File: src/rtl/ptt_pkg.sv
package ptt_pkg;
    // register addresses
    localparam int unsigned ADDR_CTRL   = 0;
    localparam int unsigned ADDR_PERIOD = 1;
    localparam int unsigned ADDR_STATUS = 2;

    // control field positions
    localparam int unsigned BIT_RUN = 0;
    localparam int unsigned BIT_SRC = 1;
    localparam int unsigned BIT_IE  = 2;

    // status field position
    localparam int unsigned BIT_FLAG = 0;

    typedef enum logic {
        SRC_AUTO = 1'b0,
        SRC_BUS  = 1'b1
    } tick_src_e;
endpackage

File: src/rtl/ptt_cfg_regs.sv
module ptt_cfg_regs
    import ptt_pkg::*;
#(
    parameter int unsigned PERIOD_W = 16,
    parameter int unsigned ADDR_W   = 2,
    parameter int unsigned DATA_W   = 16
) (
    input  logic                clk,
    input  logic                rst_n,
    input  logic                wr_en_i,
    input  logic [ADDR_W-1:0]   wr_addr_i,
    input  logic [DATA_W-1:0]   wr_data_i,
    output logic                run_o,
    output tick_src_e           src_o,
    output logic                ie_o,
    output logic [PERIOD_W-1:0] period_o,
    output logic                flag_clr_o
);
    typedef struct packed {
        logic                run;
        tick_src_e           src;
        logic                ie;
        logic [PERIOD_W-1:0] period;
    } cfg_t;

    localparam logic [ADDR_W-1:0] A_CTRL   = ADDR_W'(ADDR_CTRL);
    localparam logic [ADDR_W-1:0] A_PERIOD = ADDR_W'(ADDR_PERIOD);
    localparam logic [ADDR_W-1:0] A_STATUS = ADDR_W'(ADDR_STATUS);

    cfg_t cfg_d, cfg_q;
    logic clr_d;

    always_comb begin
        cfg_d = cfg_q;
        clr_d = 1'b0;
        if (wr_en_i) begin
            if (wr_addr_i == A_CTRL) begin
                cfg_d.run = wr_data_i[BIT_RUN];
                cfg_d.ie  = wr_data_i[BIT_IE];
                // the lock uses the run state held before this write
                if (!cfg_q.run) begin
                    cfg_d.src = tick_src_e'(wr_data_i[BIT_SRC]);
                end
            end else if (wr_addr_i == A_PERIOD) begin
                if (!cfg_q.run) begin
                    cfg_d.period = wr_data_i[PERIOD_W-1:0];
                end
            end else if (wr_addr_i == A_STATUS) begin
                clr_d = wr_data_i[BIT_FLAG];
            end
        end
    end

    always_ff @(posedge clk or negedge rst_n) begin
        if (!rst_n) begin
            cfg_q <= '{run: 1'b0, src: SRC_AUTO, ie: 1'b0, period: '0};
        end else begin
            cfg_q <= cfg_d;
        end
    end

    assign run_o      = cfg_q.run;
    assign src_o      = cfg_q.src;
    assign ie_o       = cfg_q.ie;
    assign period_o   = cfg_q.period;
    assign flag_clr_o = clr_d;
endmodule

File: src/rtl/ptt_tick_sel.sv
module ptt_tick_sel
    import ptt_pkg::*;
(
    input  tick_src_e src_i,
    input  logic      auto_tick_i,
    input  logic      bus_clk_on_i,
    output logic      tick_o
);
    always_comb begin
        unique case (src_i)
            SRC_BUS:  tick_o = bus_clk_on_i;
            default:  tick_o = auto_tick_i;
        endcase
    end
endmodule

File: src/rtl/ptt_counter.sv
module ptt_counter #(
    parameter int unsigned PERIOD_W = 16
) (
    input  logic                clk,
    input  logic                rst_n,
    input  logic                run_i,
    input  logic                tick_i,
    input  logic [PERIOD_W-1:0] period_i,
    input  logic                flag_clr_i,
    output logic [PERIOD_W-1:0] count_o,
    output logic                expire_o,
    output logic                flag_o
);
    typedef struct packed {
        logic [PERIOD_W-1:0] cnt;
        logic                flag;
    } cnt_state_t;

    cnt_state_t st_d, st_q;
    logic       expire_d;

    always_comb begin
        st_d     = st_q;
        expire_d = run_i && tick_i && (st_q.cnt == period_i);
        if (!run_i) begin
            st_d.cnt = '0;
        end else if (tick_i) begin
            st_d.cnt = expire_d ? '0 : st_q.cnt + 1'b1;
        end
        // expiry has priority over a clear in the same cycle
        if (expire_d) begin
            st_d.flag = 1'b1;
        end else if (flag_clr_i) begin
            st_d.flag = 1'b0;
        end
    end

    always_ff @(posedge clk or negedge rst_n) begin
        if (!rst_n) begin
            st_q <= '0;
        end else begin
            st_q <= st_d;
        end
    end

    assign count_o  = st_q.cnt;
    assign expire_o = expire_d;
    assign flag_o   = st_q.flag;
endmodule

File: src/rtl/periodic_tick_timer.sv
module periodic_tick_timer
    import ptt_pkg::*;
#(
    parameter int unsigned PERIOD_W = 16,
    parameter int unsigned ADDR_W   = 2,
    parameter int unsigned DATA_W   = 16
) (
    input  logic              clk,
    input  logic              rst_n,
    input  logic              auto_tick_i,
    input  logic              bus_clk_on_i,
    input  logic              wr_en_i,
    input  logic [ADDR_W-1:0] wr_addr_i,
    input  logic [DATA_W-1:0] wr_data_i,
    output logic              elapsed_o,
    output logic              irq_o
);
    logic                run_w;
    tick_src_e           src_w;
    logic                ie_w;
    logic [PERIOD_W-1:0] period_w;
    logic                flag_clr_w;
    logic                tick_w;
    logic [PERIOD_W-1:0] count_w;
    logic                expire_w;
    logic                flag_w;

    ptt_cfg_regs #(
        .PERIOD_W (PERIOD_W),
        .ADDR_W   (ADDR_W),
        .DATA_W   (DATA_W)
    ) u_cfg (
        .clk        (clk),
        .rst_n      (rst_n),
        .wr_en_i    (wr_en_i),
        .wr_addr_i  (wr_addr_i),
        .wr_data_i  (wr_data_i),
        .run_o      (run_w),
        .src_o      (src_w),
        .ie_o       (ie_w),
        .period_o   (period_w),
        .flag_clr_o (flag_clr_w)
    );

    ptt_tick_sel u_sel (
        .src_i        (src_w),
        .auto_tick_i  (auto_tick_i),
        .bus_clk_on_i (bus_clk_on_i),
        .tick_o       (tick_w)
    );

    ptt_counter #(
        .PERIOD_W (PERIOD_W)
    ) u_cnt (
        .clk        (clk),
        .rst_n      (rst_n),
        .run_i      (run_w),
        .tick_i     (tick_w),
        .period_i   (period_w),
        .flag_clr_i (flag_clr_w),
        .count_o    (count_w),
        .expire_o   (expire_w),
        .flag_o     (flag_w)
    );

    assign elapsed_o = flag_w;
    assign irq_o     = flag_w & ie_w;
endmodule

File: config.mk
export PLATFORM = sky130hd
export DESIGN_NAME = periodic_tick_timer
export DESIGN_NICKNAME = d
export VERILOG_FILES = /design/src/rtl/ptt_pkg.sv /design/src/rtl/ptt_cfg_regs.sv /design/src/rtl/ptt_tick_sel.sv /design/src/rtl/ptt_counter.sv /design/src/rtl/periodic_tick_timer.sv
export SDC_FILE = /design/constraint.sdc
export NUM_CORES = 1
export LEC_CHECK = 0
export ABC_AREA = 1
export BUFFER_PORTS_ARGS = -buffer_cell sky130_fd_sc_hd__buf_2
export CAP_MARGIN = 20
export CORE_UTILIZATION = 40
export DETAILED_ROUTE_END_ITERATION = 6
export PLACE_DENSITY = 0.68
export REMOVE_ABC_BUFFERS = 1
export SKIP_LAST_GASP = 1
export SYNTH_ARGS = -nofsm -noshare
export SYNTH_HDL_FRONTEND = slang
export SYNTH_SLANG_ARGS = --single-unit
File: constraint.sdc
create_clock -name clk -period 4.3 [get_ports clk]
set_clock_uncertainty 0.05 [all_clocks]
set_input_delay 0.645 -clock clk [delete_from_list [all_inputs] [get_ports clk]]
set_output_delay 0.645 -clock clk [all_outputs]
set_load 0.005 [all_outputs]
==> results.cfg <==
[status]
status = complete, no violations

[power]
p_int_w = 0.000580
power_frac_comb = 0.191
p_per_area_nw_per_um2 = 355
netSwitchingFraction = 0.294
power_w = 0.000821
seq_power_share = 0.512
power.switching_w = 0.000241
vdd_drop_max_v = 0.000166
clkPwrFrac = 0.297
cellLeakagePower_nw = 1.15

[timing]
setup_viol = 0
post-route-period-util = 0.382
holdWs_ns = 0.392
drv_slew = 0
hold_viol = 0
tns_ns = 0
period_minus_slack_ns = 1.64
tightest_slew_ns = 0.795
rsz0062_at_grt = false
maxSlewHeadroom = 0.470
timing.fmax_mhz = 608

[global_routing]
grt_antenna_before_repair = 0
grt_usage = 0.169
gr-usage-met1 = 0.224
grt_pass1_wl_um = 6820
overflow = 0
met2_usage = 0.265
grtUsageMet3 = 0.0453
first_global_vias = 1533
grt_max_degree = 37
top_usage_layer = met2

[place]
place.gp.congestion = 0.888
hpwl_um = 2850
placed_cells = 367
port_buffers = 24

[die]
floorplan.rows = 25
start_util = 0.423
die_w_um = 73.4
fp.dieH_um = 73.4
ios = 25
core_um2 = 4820
fp.dieArea_um2 = 5390

[final_layout]
n_antenna_cell = 0
layout_commonest_cell = nand2_1
drive_above_1_share = 0.168
fin_util = 0.480
final_cell_mix = nand2_1, inv_1, dfrtp_1, nor2_1, buf_2
n_fill_cell = 506
nets = 332
final_cells = 376
area_growth_pct = 13.4

[logic_synthesis]
synth_cells = 281
ys_types = 24
yosys_warnings = 0
syn_area_per_cell_um2 = 7.26
ys_seq_elements = 36
synth-seq-area-share = 0.442
syn_area_um2 = 2040

[worst_setup_path]
endpoint_kind = register
cp.required_ns = 4.43
r2r_cells = 6
cp_data_arrival_time_ns = 1.77
cp-start-kind = primary input
cp_max_fo = 17
worstSetupPathType = primary input to register

[flow_run]
cap_viol_max_count = 0

[drt]
routed_wl_um = 3900
dr.first_iter.drc_count = 105
antenna_left = 0
viasPerCell = 4.51
vias = 1696
drt-pass1-iter-count = 4
route.detailed.wl_per_inst_um = 10.4
drc = 0

[clock_tree]
tritoncts = yes
root_buffer = clkbuf_8
postCtsSetupRepairBufs = 0
worstSkewPairLatency_ns = 0.29
cts_buffer_depth = 2
cts_resized = 0
hold_buffers = 0
cts.htree.levels = 2
cts.sinks = 36
cts.clk_slew.worst_paths_ns = 0.07
cts_buffers = 5

[min_path]
hp-class = primary input to asynchronous set/reset pin
==> worst paths after layout <==
path	slack [ns]	startpoint	to
setup / recovery	2.66	wr_addr_i[1]	u_cfg.period_o[8]
hold / removal	0.39	rst_n	u_cfg.period_o[12]
setup reg to reg	2.68	u_cnt.count_o[0]	u_cnt.count_o[14]
hold reg to reg	0.47	u_cfg.period_o[1]	u_cfg.period_o[1]
max in group asynchronous	3.30	rst_n	u_cfg.period_o[14]
min in group clk	0.47	u_cfg.period_o[1]	u_cfg.period_o[1]
==> power groups by stage <==
stage / logic (W) / clock network, W / registers (W)
after floorplan: 0.000118 / 0 / 0.000418
after global placement: 0.000155 / 0 / 0.000424
after detailed placement: 0.000159 / 0 / 0.000427
after CTS: 0.000160 / 0.000255 / 0.000420
after global routing: 0.000185 / 0.000272 / 0.000427
final: 0.000157 / 0.000244 / 0.000420
==> Yosys cell counts, drive strengths merged <==
master,number,share of area
a21oi,16,0.039
a31oi,1,0.0031
buf,2,0.012
clkbuf,3,0.0055
dfrtp,36,0.44
ha,1,0.0061
inv,41,0.075
mux2,1,0.0055
nand2,97,0.18
nand3,7,0.020
nand4,6,0.018
nor2,37,0.072
nor3,3,0.0074
o21ai,20,0.067
xnor2,1,0.0043
xor2,9,0.039
==> stage by stage <==
step	setup slack (ns)	area, um^2
after floorplan	2.56	2000
after global placement	2.10	2210
after detailed placement	2.06	2210
after CTS	2.37	2300
after global routing	2.45	2310
final	2.66	2310
==> layout make-up <==
| class | count | area (um^2) | share of cell area |
|---|---|---|---|
| Clock buffer | 8 | 90.1 | 0.0390 |
| Multi-Input combinational cell | 199 | 948 | 0.410 |
| Sequential cell | 36 | 901 | 0.390 |
| Inverter | 41 | 154 | 0.0666 |
| Timing Repair Buffer | 25 | 135 | 0.0584 |
| Tap cell | 67 | 83.8 | 0.0363 |
==> cells by family after synthesis <==
family | share of synthesized area
simple gates | 0.301
buf+inv | 0.0932
compound gates | 0.110
flops | 0.442
xor+xnor | 0.0429
mux | 0.00552
fa+ha+maj | 0.00613
==> worst max-delay path, stage by stage <==
cell     delay (ns)
buf_2          0.11
nor2_1         0.08
nand3_1        0.44
buf_8          0.35
nor2_1         0.09
a21oi_1        0.04
==> state kept, by name, summed over array words and instances (netlist names) <==
name            count
u_cfg.ie_o          1
u_cnt.count_o      16
u_cnt.flag_o        1
u_cfg.src_o         1
u_cfg.run_o         1
u_cfg.period_o     16
==> layer usage <==
| layer | routed length (um) | part of all wire |
|---|---|---|
| met1 | 1930 | 0.50 |
| met4 | 47 | 0.012 |
| met2 | 1780 | 0.46 |
| met3 | 134 | 0.034 |
| met5 | 0 | 0 |
Power figures use the tool's default switching activity.
